[config.mk]
export PLATFORM = sky130hd
export DESIGN_NAME = sclk_cs_sequencer
export DESIGN_NICKNAME = d
export VERILOG_FILES = /design/src/rtl/sclk_cs_seq_pkg.sv /design/src/rtl/sclk_cs_seq_ctrl.sv /design/src/rtl/sclk_cs_seq_datapath.sv /design/src/rtl/sclk_cs_sequencer.sv
export SDC_FILE = /design/constraint.sdc
export NUM_CORES = 1
export LEC_CHECK = 0
export BUFFER_PORTS_ARGS = -buffer_cell sky130_fd_sc_hd__buf_2
export CAP_MARGIN = 40
export CORE_ASPECT_RATIO = 0.75
export CORE_MARGIN = 5
export CORE_UTILIZATION = 40
export CTS_BUF_LIST = sky130_fd_sc_hd__clkbuf_2 sky130_fd_sc_hd__clkbuf_4 sky130_fd_sc_hd__clkbuf_8
export CTS_CLUSTER_DIAMETER = 80
export DETAILED_ROUTE_END_ITERATION = 10
export PLACE_DENSITY = 0.59
export REMOVE_ABC_BUFFERS = 1
export SETUP_SLACK_MARGIN = 0.1
export SYNTH_ARGS = -nofsm -noshare
export SYNTH_HDL_FRONTEND = slang
export SYNTH_HIERARCHICAL = 1
export SYNTH_SLANG_ARGS = --single-unit
[constraint.sdc]
create_clock -name clk -period 5.05 [get_ports clk]
set_input_delay 1.01 -clock clk [delete_from_list [all_inputs] [get_ports clk]]
set_output_delay 1.01 -clock clk [all_outputs]
set_load 0.01 [all_outputs]
[src/rtl/sclk_cs_seq_pkg.sv]
package sclk_cs_seq_pkg;

  // configuration word field positions
  localparam int CFG_EN      = 0;
  localparam int CFG_CPOL    = 1;
  localparam int CFG_CPHA    = 2;
  localparam int CFG_CS_LSB  = 10;
  localparam int CFG_DIV_LSB = 19;

  // delay word field positions
  localparam int DLY_LEAD_LSB  = 0;
  localparam int DLY_TRAIL_LSB = 8;
  localparam int DLY_GAP_LSB   = 16;
  localparam int DLY_HOLD_LSB  = 24;

  typedef enum logic [2:0] {
    ST_IDLE,
    ST_GAP,
    ST_LEAD,
    ST_CLK,
    ST_TRAIL,
    ST_HOLD
  } seqState_t;

  typedef struct packed {
    logic csAssert;
    logic csRelease;
    logic sclkToggle;
    logic sclkPark;
    logic launch;
    logic sample;
  } seqStrobe_t;

endpackage

[src/rtl/sclk_cs_seq_ctrl.sv]
module sclk_cs_seq_ctrl
  import sclk_cs_seq_pkg::*;
#(
  parameter int DIV_W = 4,
  parameter int CS_W  = 4,
  parameter int DLY_W = 8,
  parameter int LEN_W = 8
) (
  input  logic             clk,
  input  logic             rstN,
  input  logic [31:0]      cfgWord,
  input  logic [31:0]      dlyWord,
  input  logic             start,
  input  logic [LEN_W-1:0] xferLen,
  output seqStrobe_t       stb,
  output logic [CS_W-1:0]  csSel,
  output logic             cpolSel,
  output logic             idle
);

  localparam int WIDE_W = (DLY_W > DIV_W + 1) ? DLY_W : DIV_W + 1;
  localparam int CNT_W  = WIDE_W + 2;
  localparam int EDGE_W = LEN_W + 1;

  seqState_t state, stateNxt;
  logic [CNT_W-1:0]  cnt, cntNxt;
  logic [EDGE_W-1:0] edgeCnt, edgeNxt, edgeNum;
  logic [DIV_W-1:0]  divS;
  logic              cpolS, cphaS;
  logic [CS_W-1:0]   csS, lastCs;
  logic              lastValid;
  logic [DLY_W-1:0]  leadS, trailS, gapS, holdS;
  logic [LEN_W-1:0]  lenS;
  logic              cfgEn, accept, gapNeed, selectNow, lastEdgeHit, captureNow;
  logic [CNT_W-1:0]  divWide, trailLoad, holdLoad;
  logic              unusedCfg;

  assign cfgEn      = cfgWord[CFG_EN];
  assign unusedCfg  = ^cfgWord;
  assign accept     = start && cfgEn && (state == ST_IDLE) && (xferLen != '0);
  assign gapNeed    = lastValid && (csS != lastCs) && (gapS != '0);
  assign captureNow = !cfgEn && (state == ST_IDLE);
  assign divWide    = CNT_W'(divS);
  assign trailLoad  = CNT_W'(trailS) + (divWide << 1) + CNT_W'(4);
  assign holdLoad   = CNT_W'(holdS) + (divWide << 1) + CNT_W'(2);
  assign edgeNum    = edgeCnt + EDGE_W'(1);
  assign lastEdgeHit = (edgeNum == {lenS, 1'b0});

  always_comb begin
    stateNxt  = state;
    cntNxt    = cnt;
    edgeNxt   = edgeCnt;
    stb       = '0;
    selectNow = 1'b0;
    case (state)
      ST_IDLE: begin
        stb.sclkPark = 1'b1;
        if (accept) begin
          if (gapNeed) begin
            stateNxt = ST_GAP;
            cntNxt   = CNT_W'(gapS) - CNT_W'(1);
          end else begin
            selectNow = 1'b1;
          end
        end
      end
      ST_GAP: begin
        if (cnt == '0) selectNow = 1'b1;
        else cntNxt = cnt - CNT_W'(1);
      end
      ST_LEAD: begin
        if (cnt == '0) begin
          stateNxt = ST_CLK;
          cntNxt   = divWide;
        end else begin
          cntNxt = cnt - CNT_W'(1);
        end
      end
      ST_CLK: begin
        if (cnt == '0) begin
          stb.sclkToggle = 1'b1;
          edgeNxt        = edgeNum;
          if (edgeNum[0]) begin
            stb.sample = !cphaS;
            stb.launch = cphaS;
          end else begin
            stb.sample = cphaS;
            stb.launch = !cphaS && !lastEdgeHit;
          end
          if (lastEdgeHit) begin
            stateNxt = ST_TRAIL;
            cntNxt   = trailLoad;
          end else begin
            cntNxt = divWide;
          end
        end else begin
          cntNxt = cnt - CNT_W'(1);
        end
      end
      ST_TRAIL: begin
        if (cnt == '0) begin
          stb.csRelease = 1'b1;
          stateNxt      = ST_HOLD;
          cntNxt        = holdLoad;
        end else begin
          cntNxt = cnt - CNT_W'(1);
        end
      end
      ST_HOLD: begin
        if (cnt == '0) stateNxt = ST_IDLE;
        else cntNxt = cnt - CNT_W'(1);
      end
      default: stateNxt = ST_IDLE;
    endcase

    if (selectNow) begin
      stb.csAssert = 1'b1;
      stb.launch   = !cphaS;
      edgeNxt      = '0;
      if (leadS != '0) begin
        stateNxt = ST_LEAD;
        cntNxt   = CNT_W'(leadS) - CNT_W'(1);
      end else begin
        stateNxt = ST_CLK;
        cntNxt   = divWide;
      end
    end
  end

  always_ff @(posedge clk or negedge rstN) begin
    if (!rstN) begin
      state     <= ST_IDLE;
      cnt       <= '0;
      edgeCnt   <= '0;
      divS      <= '0;
      cpolS     <= 1'b0;
      cphaS     <= 1'b0;
      csS       <= '1;
      leadS     <= '0;
      trailS    <= '0;
      gapS      <= '0;
      holdS     <= '0;
      lenS      <= '0;
      lastCs    <= '1;
      lastValid <= 1'b0;
    end else begin
      state   <= stateNxt;
      cnt     <= cntNxt;
      edgeCnt <= edgeNxt;
      if (captureNow) begin
        divS   <= cfgWord[CFG_DIV_LSB +: DIV_W];
        cpolS  <= cfgWord[CFG_CPOL];
        cphaS  <= cfgWord[CFG_CPHA];
        csS    <= cfgWord[CFG_CS_LSB +: CS_W];
        leadS  <= dlyWord[DLY_LEAD_LSB +: DLY_W];
        trailS <= dlyWord[DLY_TRAIL_LSB +: DLY_W];
        gapS   <= dlyWord[DLY_GAP_LSB +: DLY_W];
        holdS  <= dlyWord[DLY_HOLD_LSB +: DLY_W];
      end
      if (accept) lenS <= xferLen;
      if (selectNow) begin
        lastCs    <= csS;
        lastValid <= 1'b1;
      end
    end
  end

  assign csSel   = csS;
  assign cpolSel = cpolS;
  assign idle    = (state == ST_IDLE);

  // settings held for the whole frame
  assert_settings_frozen_R4: assert property (@(posedge clk) disable iff (!rstN)
    (state != ST_IDLE) |=> ($stable(divS) && $stable(cpolS) && $stable(cphaS) &&
                            $stable(csS) && $stable(leadS) && $stable(trailS) && $stable(holdS)));

  // edge counter never runs past the frame length
  assert_edge_bound_R2: assert property (@(posedge clk) disable iff (!rstN)
    (state == ST_CLK) |-> (edgeCnt < {lenS, 1'b0}));

  // a start while busy keeps the length of the running frame
  assert_busy_start_ignored_R11: assert property (@(posedge clk) disable iff (!rstN)
    (start && state != ST_IDLE) |=> $stable(lenS));

endmodule

[src/rtl/sclk_cs_seq_datapath.sv]
module sclk_cs_seq_datapath
  import sclk_cs_seq_pkg::*;
#(
  parameter int CS_W = 4
) (
  input  logic            clk,
  input  logic            rstN,
  input  seqStrobe_t      stb,
  input  logic [CS_W-1:0] csSel,
  input  logic            cpolSel,
  output logic            sclk,
  output logic [CS_W-1:0] csN,
  output logic            launchPulse,
  output logic            samplePulse
);

  always_ff @(posedge clk or negedge rstN) begin
    if (!rstN) begin
      sclk        <= 1'b0;
      csN         <= '1;
      launchPulse <= 1'b0;
      samplePulse <= 1'b0;
    end else begin
      launchPulse <= stb.launch;
      samplePulse <= stb.sample;
      if (stb.csAssert) csN <= csSel;
      else if (stb.csRelease) csN <= '1;
      if (stb.sclkToggle) sclk <= ~sclk;
      else if (stb.sclkPark) sclk <= cpolSel;
    end
  end

  // the selected pattern does not move within a frame
  assert_cs_steady_R5: assert property (@(posedge clk) disable iff (!rstN)
    ($past(csN) != '1 && csN != '1) |-> (csN == $past(csN)));

  assert_pulse_exclusive_R10: assert property (@(posedge clk) disable iff (!rstN)
    !(launchPulse && samplePulse));

  assert_sample_on_edge_R10: assert property (@(posedge clk) disable iff (!rstN)
    samplePulse |-> (sclk != $past(sclk)));

endmodule

[src/rtl/sclk_cs_sequencer.sv]
module sclk_cs_sequencer
  import sclk_cs_seq_pkg::*;
#(
  parameter int DIV_W = 4,
  parameter int CS_W  = 4,
  parameter int DLY_W = 8,
  parameter int LEN_W = 8
) (
  input  logic             clk,
  input  logic             rstN,
  input  logic [31:0]      cfgWord,
  input  logic [31:0]      dlyWord,
  input  logic             start,
  input  logic [LEN_W-1:0] xferLen,
  output logic             sclk,
  output logic [CS_W-1:0]  csN,
  output logic             launchPulse,
  output logic             samplePulse,
  output logic             idle
);

  seqStrobe_t      stb;
  logic [CS_W-1:0] csSel;
  logic            cpolSel;

  sclk_cs_seq_ctrl #(
    .DIV_W(DIV_W), .CS_W(CS_W), .DLY_W(DLY_W), .LEN_W(LEN_W)
  ) u_ctrl (
    .clk(clk), .rstN(rstN), .cfgWord(cfgWord), .dlyWord(dlyWord),
    .start(start), .xferLen(xferLen), .stb(stb), .csSel(csSel),
    .cpolSel(cpolSel), .idle(idle)
  );

  sclk_cs_seq_datapath #(.CS_W(CS_W)) u_dp (
    .clk(clk), .rstN(rstN), .stb(stb), .csSel(csSel), .cpolSel(cpolSel),
    .sclk(sclk), .csN(csN), .launchPulse(launchPulse), .samplePulse(samplePulse)
  );

  // idle means no device is selected
  assert_idle_deselected_R1: assert property (@(posedge clk) disable iff (!rstN)
    idle |-> (csN == '1));

  // no strobes leave the block while it reports idle
  assert_idle_no_strobes_R11: assert property (@(posedge clk) disable iff (!rstN)
    (idle && $past(idle)) |-> !(launchPulse || samplePulse));

endmodule

==> results of run 1 <==
layout by cell type (no fill, tap or decap), types with 3 or more instances in the layout:
cell and count:
sky130_fd_sc_hd__mux2_2 40, sky130_fd_sc_hd__o211ai_1 10, sky130_fd_sc_hd__buf_4 5, sky130_fd_sc_hd__nor2_1 49, sky130_fd_sc_hd__mux2i_1 6, sky130_fd_sc_hd__a211oi_1 3
sky130_fd_sc_hd__a221oi_1 3, sky130_fd_sc_hd__and3_1 5, sky130_fd_sc_hd__xnor2_1 22, sky130_fd_sc_hd__clkbuf_8 10, sky130_fd_sc_hd__nand2_1 69, sky130_fd_sc_hd__a21oi_1 22
sky130_fd_sc_hd__dfrtp_1 72, sky130_fd_sc_hd__a21o_1 8, sky130_fd_sc_hd__a22oi_1 4, sky130_fd_sc_hd__dfstp_2 12, sky130_fd_sc_hd__o21ai_0 36, sky130_fd_sc_hd__nand3_1 20
sky130_fd_sc_hd__a2111oi_0 3, sky130_fd_sc_hd__buf_2 60, sky130_fd_sc_hd__o22ai_1 8, sky130_fd_sc_hd__xor2_1 19, sky130_fd_sc_hd__nor2b_1 3, sky130_fd_sc_hd__or4_1 4
sky130_fd_sc_hd__o31ai_1 4, sky130_fd_sc_hd__a311oi_1 5, sky130_fd_sc_hd__ha_1 21, sky130_fd_sc_hd__nor3_1 13, sky130_fd_sc_hd__inv_1 21, sky130_fd_sc_hd__nand2b_1 5
sky130_fd_sc_hd__a31oi_1 7
worst min-delay path, stage by stage (launching register included):
cell and delay [ns]:
sky130_fd_sc_hd__dfstp_2 0.38, sky130_fd_sc_hd__nand2_1 0.05, sky130_fd_sc_hd__nand2_1 0.04
cells in the mapped netlist, types with 5 or more instances:
cell type | count | area (sq um)
sky130_fd_sc_hd__buf_2 | 8 | 40.0
sky130_fd_sc_hd__o21ai_0 | 36 | 180
sky130_fd_sc_hd__xnor2_1 | 22 | 193
sky130_fd_sc_hd__nor3_1 | 13 | 65.1
sky130_fd_sc_hd__o22ai_1 | 8 | 50.1
sky130_fd_sc_hd__nand2_1 | 69 | 259
sky130_fd_sc_hd__mux2_2 | 40 | 450
sky130_fd_sc_hd__clkbuf_1 | 15 | 56.3
sky130_fd_sc_hd__ha_1 | 21 | 263
sky130_fd_sc_hd__a21oi_1 | 22 | 110
sky130_fd_sc_hd__o211ai_1 | 10 | 75.1
sky130_fd_sc_hd__a311oi_1 | 5 | 43.8
sky130_fd_sc_hd__inv_1 | 21 | 78.8
sky130_fd_sc_hd__dfstp_2 | 12 | 315
sky130_fd_sc_hd__nand3_1 | 20 | 100
sky130_fd_sc_hd__mux2i_1 | 6 | 60.1
sky130_fd_sc_hd__dfrtp_1 | 72 | 1800
sky130_fd_sc_hd__nand2b_1 | 5 | 31.3
sky130_fd_sc_hd__nor2_1 | 50 | 188
sky130_fd_sc_hd__a21o_1 | 8 | 60.1
sky130_fd_sc_hd__and3_1 | 5 | 31.3
sky130_fd_sc_hd__a31oi_1 | 7 | 43.8
sky130_fd_sc_hd__xor2_1 | 19 | 166
routing by layer:
layer | GRT usage | vias to the layer above
met5 | 0 | -
met4 | 0.0565 | 0
met3 | 0.0371 | 24
met2 | 0.260 | 172
met1 | 0.285 | 2183
li1 | - | 2148
metrics by stage:
stage	util	hold WS (ns)
after floorplan	-	0.434
after CTS	0.459	0.466
after global placement	0.442	0.448
after detailed placement	0.444	0.453
after global routing	0.459	0.489
final	0.459	0.466
sequential cells by signal, indices dropped and copies added, names as in the netlist, 3 cells and up:
name            cells
u_ctrl/csSel        4
u_ctrl/cnt         10
u_ctrl/state        3
u_ctrl/lenS         8
u_ctrl/leadS        8
u_ctrl/gapS         8
u_ctrl/edgeCnt      9
u_ctrl/trailS       8
u_dp/csN            4
u_ctrl/holdS        8
u_ctrl/divS         4
u_ctrl/lastCs       4
power by group:
group          leakage, nW  switching, mW  total [mW]  internal (mW)
clock                0.100          0.251       0.495          0.245
combinational         1.58         0.0617       0.118         0.0561
sequential            1.04         0.0201       0.712          0.692
total                 2.72          0.333        1.33          0.993
cell type report:
type | count | area, sq um
flip-flops and latches | 84 | 2120
repair buffers | 66 | 365
fillers | 1299 | 7040
clock inverters | 5 | 51.3
clock buffers | 11 | 145
inverters | 24 | 92.6
multi-input cells | 434 | 2990
well taps | 171 | 214
worst max path at each step:
stage,to,slack [ns],cells after the start
2_1_floorplan,u_ctrl/cphaS,1.55,3
3_3_place_gp,u_ctrl/cnt[5],1.53,8
3_5_place_dp,u_ctrl/cnt[5],1.49,8
4_1_cts,u_ctrl/cnt[6],1.84,8
5_1_grt,u_ctrl/cnt[6],1.59,8
6_report,u_ctrl/cnt[6],1.80,8
cell families (layout without fill, tap and decap cells):
family / Yosys count / after routing
buf+inv: 53 / 106
mux: 46 / 46
xor+xnor: 41 / 41
flops: 84 / 84
compound gates: 137 / 137
simple gates: 187 / 187
fa+ha+maj: 23 / 23
==> flow_metrics.tcl, run 1 <==
set metrics [dict create \
    holdCritPathClass "flop to flop" \
    die_area_sq_um 15800 \
    worstPathMaxFanout 32 \
    postLayoutSetupSlackWorst_ns 1.80 \
    remaining_drc_errors 0 \
    timing.max_cap.violations 0 \
    crit_start "u_ctrl/state[0]" \
    synthesized_area_per_cell_sq_um 9.34 \
    seq_area_frac_synth 0.397 \
    worst-path-buf-inv 2 \
    route.vias.total 4527 \
    period_needed_ns 3.25 \
    timing.fmax_ghz 0.307 \
    post_cts_sizing_count 0 \
    setup_tns_ns 0 \
    core.rowCount 36 \
    core_sq_um 13000 \
    r2r_end "u_ctrl/cnt[6]" \
    combinational_family_with_the_most_area_after_synthesis "compound AO/OA/AOI/OAI gates" \
    worst_hold_path.num_cells 2 \
    setup_viol_count_final 0 \
    unrepaired_setup_endpoints_after_global_routing "false" \
    grt_pass1_wl_mm 22.7 \
    synth_simple_gate_area_share 0.165 \
    critPathArrivalTime_ns 3.51 \
    io_buffers 61 \
    post-dp-hpwl_mm 10.4 \
    clock_sinks 84 \
    die_height_microns 110 \
    adder_cell_share_of_the_synthesized_area 0.0568 \
    detailed_place.area_sq_um 5780 \
    end_kind "flop" \
    insertion_delay_ns 0.37 \
    crit_family "compound AO/OA/AOI/OAI gates" \
    fin_skew_ns 0.0147 \
    wire_per_inst_microns 17.8 \
    detailedRoute.firstIterationViolations 454 \
    critical_path.cell_chain "or3_1, inv_2, o2111a_1, o21ai_4, o31a_4, inv_4, a2111oi_0, a221o_1" \
    area_growth_syn_to_layout_pct 12.0 \
    final_design_area_no_fill_sq_um 5970 \
    ctsRootBufferMaster "sky130_fd_sc_hd__clkbuf_8" \
    grt_antenna_before_repair 0 \
    final-max-slew-violation-count 0 \
    netlist_instances 571 \
    cts-htree-levels 3 \
    synth-xor-area-share 0.0673 \
    place_congestion 0.891 \
    cts_tree "built" \
    leakage_nw 2.72 \
    drt-pass1-iter-count 5 \
    synth_warnings 6 \
    synth_flop_type "sky130_fd_sc_hd__dfrtp_1" \
    finalNetCount 717 \
    cts-buffers-inserted 9 \
    synth.area.mux_share 0.0957 \
    ff_to_ff_path_depth 8 \
    grt_pass1_vias 4281 \
    min_period_over_period 0.644 \
    cpPeakStageDelay_ns 0.71 \
    gr-usage-all-layers 0.185 \
    synth_compound_gate_area_share 0.174 \
    worstReg2RegStart "u_ctrl/state[0]" \
    ir_worst_vdd_uv 117 \
    highest-signal-layer "met4" \
    starting_density_of_the_core 0.410 \
    die_x_microns 143 \
    min_delay_worst_endpoint "u_ctrl/lastCs[3]" \
    place_inst 779 \
    pin_count 83 \
    synth-edff-count 0 \
    placement.setup.worst_slack_ns 1.49 \
    synth_async_sr_flop_share 1.00 \
    post_drt_via_cell_ratio 5.69 \
    tightestPinTransition_ns 0.871 \
    startpoint_type "flop" \
    routedLengthMet1_mm 7.16 \
    total_power_mw 1.33 \
    grt_max_degree 49 \
    syn-cell-area_sq_um 5330 \
    routed_wl_mm 14.2 \
    clk_transition_reported_paths_ns 0.08 \
    diodes 0 \
    final_layout_size_suffix_gt1_frac 0.232 \
    finalNonFillerCells 795 \
    holdCritStartpoint "u_ctrl/lastCs[3]" \
    run_status "completed" \
    grt_overflow_total 0 \
    ff2ff_setup_slack_ns 1.80 \
    slew_headroom 0.417 \
    met2_wirelength_mm 5.87 \
    route.met3.wl_microns 961 \
    post_synth_num_cell_types 69 \
    antenna_violating_nets_post_route 0 \
    finalHoldViolations 0 \
    post_cts_hold_buffer_count 0 \
    postSynthRegisterBits 84 \
    worstPathRequired_ns 5.30 \
    critPathKind "flop to flop" \
    power-per-cell-area_nw_per_um2 222 \
    postCtsSetupRepairBufs 0 \
    clk_path_buf_depth 2 \
    crit_slowest_cell "sky130_fd_sc_hd__dfrtp_1" \
]
Power figures use the tool's default switching activity.
==> run 2, diff against run 1 <==
clock period = 3.21 ns   (was 5.05 ns; I/O delays follow)
==> run 2 against run 1 <==
Net effect:
- fmax rose by 12%
- first-iteration DRC count fell by 7.0%
- combinational power rose by 59%
- global-route usage barely moved
- clock power rose by 97%
- final area rose by 2.8%
- die area did not move
- critical path depth fell by 1
- register-to-register slack got worse by 1.5 ns
- clock-buffer cell count fell by 1
- core utilization rose by 1.3 points
- critical path type unchanged
==> flow_metrics.tcl, run 2 (synthesized netlist as in run 1, its figures left out) <==
set metrics [dict create \
    filler_cell_count 1270 \
    post_drt_via_cell_ratio 5.59 \
    grt_pass1_vias 4307 \
    critPathKind "flop to flop" \
    power-per-cell-area_nw_per_um2 372 \
    startpoint_type "flop" \
    grt_antenna_before_repair 0 \
    top_register "u_ctrl/cnt" \
    tightestPinTransition_ns 0.737 \
    finalNetCount 729 \
    cpPeakStageDelay_ns 0.56 \
    routed_wl_mm 14.0 \
    io_buffers 61 \
    timing.fmax_ghz 0.344 \
    route.vias.total 4512 \
    timing.max_cap.violations 0 \
    cts-htree-levels 3 \
    antenna_violating_nets_post_route 0 \
    reg.largest.list "u_ctrl/cnt x10, u_ctrl/edgeCnt x9" \
    core_sq_um 13000 \
    end_kind "flop" \
    placement.setup.worst_slack_ns 0.335 \
    multi_input_area_sq_um 3000 \
    die_x_microns 143 \
    remaining_drc_errors 0 \
    clock_sinks 84 \
    ff_to_ff_path_depth 7 \
    die_area_sq_um 15800 \
    run_status "completed" \
    ctsRootBufferMaster "sky130_fd_sc_hd__clkbuf_8" \
    post-dp-hpwl_mm 10.4 \
    place_congestion 0.911 \
    die_height_microns 110 \
    insertion_delay_ns 0.38 \
    postLayoutSetupSlackWorst_ns 0.305 \
    grt_overflow_total 0 \
    layout_commonest_cell "sky130_fd_sc_hd__dfrtp_1" \
    worstPathRequired_ns 3.51 \
    pin_count 83 \
    ir_worst_vdd_uv 192 \
    final-max-slew-violation-count 0 \
    core.rowCount 36 \
    slew_headroom 0.508 \
    wire_per_inst_microns 17.3 \
    leakage_nw 2.81 \
    most_frequent_cells_in_the_layout "sky130_fd_sc_hd__dfrtp_1, sky130_fd_sc_hd__nand2_1, sky130_fd_sc_hd__buf_2" \
    detailedRoute.firstIterationViolations 422 \
    critical_path.cell_chain "ha_1, or4_1, a211oi_1, o22ai_1, nor4_1, o211ai_1, a31oi_1" \
    worstPathMaxFanout 9 \
    grt_max_degree 54 \
    fin_skew_ns 0.0112 \
    clk_path_buf_depth 2 \
    total_power_mw 2.28 \
    period_needed_ns 2.90 \
    unrepaired_setup_endpoints_after_global_routing "true" \
    holdCritPathClass "input pin to async pin" \
    postCtsSetupRepairBufs 0 \
    setup_viol_count_final 0 \
    largest_register_ff_count 10 \
    diodes 0 \
    clk_transition_reported_paths_ns 0.09 \
    gr-usage-all-layers 0.185 \
    area_growth_syn_to_layout_pct 15.2 \
    crit_slowest_cell "sky130_fd_sc_hd__or4_1" \
    starting_density_of_the_core 0.410 \
    cts_tree "built" \
    critPathArrivalTime_ns 3.21 \
    sequential_cell_area_sq_um 2120 \
    grt_pass1_wl_mm 22.6 \
    finalHoldViolations 0 \
    drt-pass1-iter-count 5 \
    min_period_over_period 0.905 \
    final_layout_size_suffix_gt1_frac 0.250 \
    cts-buffers-inserted 9 \
]
## run 2: cell types whose count changed in the layout (fill, tap and decap cells not counted), moves of 2 or more
cell,previous run,this run
sky130_fd_sc_hd__bufinv_16,1,3
sky130_fd_sc_hd__clkinv_2,2,0
sky130_fd_sc_hd__buf_4,5,16
sky130_fd_sc_hd__buf_12,0,2
## run 2: per-layer routing
layer | track usage | vias to the layer above | wire [microns] | share of wire
met4 | 0.0504 | 0 | 218 | 0.016
met3 | 0.0461 | 20 | 1100 | 0.078
met2 | 0.255 | 151 | 5640 | 0.40
li1 | - | 2177 | - | -
met5 | 0 | - | 0 | 0
met1 | 0.285 | 2164 | 7050 | 0.50
## run 2: critical path, delay by kind of cell (launching register included)
kind,cells,cell delay (ns)
simple gates,2,1.02
compound gates,4,0.99
flops,1,0.47
fa+ha+maj,1,0.35
## run 2: stage by stage
step	utilization	hold WS [ns]	cells	instance area, sq um	setup TNS (ns)
floorplan	-	0.346	542	5190	-10.52
global placement	0.451	0.449	791	5870	0
detailed placement	0.451	0.453	791	5870	0
CTS	0.471	0.350	807	6130	0
global route	0.472	0.395	807	6140	0
finish	0.472	0.321	807	6140	0
## run 2: report_power, final
group	switching, mW	total (mW)	internal (mW)
Combinational	0.0981	0.188	0.0903
Clock	0.427	0.975	0.548
Sequential	0.0312	1.12	1.09
## run 2: layout make-up
class | count | share of cell area
timing repair buffer | 78 | 0.0750
inverter | 24 | 0.0151
tap | 171 | 0.0348
sequential | 84 | 0.345
clock inverter | 6 | 0.0194
clock buffer | 10 | 0.0224
multi-input combinational | 434 | 0.489
## run 2: worst paths after layout
path / from / endpoint / slack, ns
max: u_ctrl/edgeCnt[0] / u_ctrl/cnt[8] / 0.31
min: rstN / u_ctrl/lenS[5] / 0.32
max reg2reg: u_ctrl/edgeCnt[0] / u_ctrl/cnt[8] / 0.31
min reg2reg: u_ctrl/lastCs[2] / u_ctrl/lastCs[2] / 0.46
max in group asynchronous: rstN / u_ctrl/lastCs[3] / 2.19
min in group clk: u_ctrl/lastCs[2] / u_ctrl/lastCs[2] / 0.46
## run 2: what timing repair did
item	CTS	global route
resized for setup	0	2
setup endpoints to repair	0	2
hold buffers	0	0
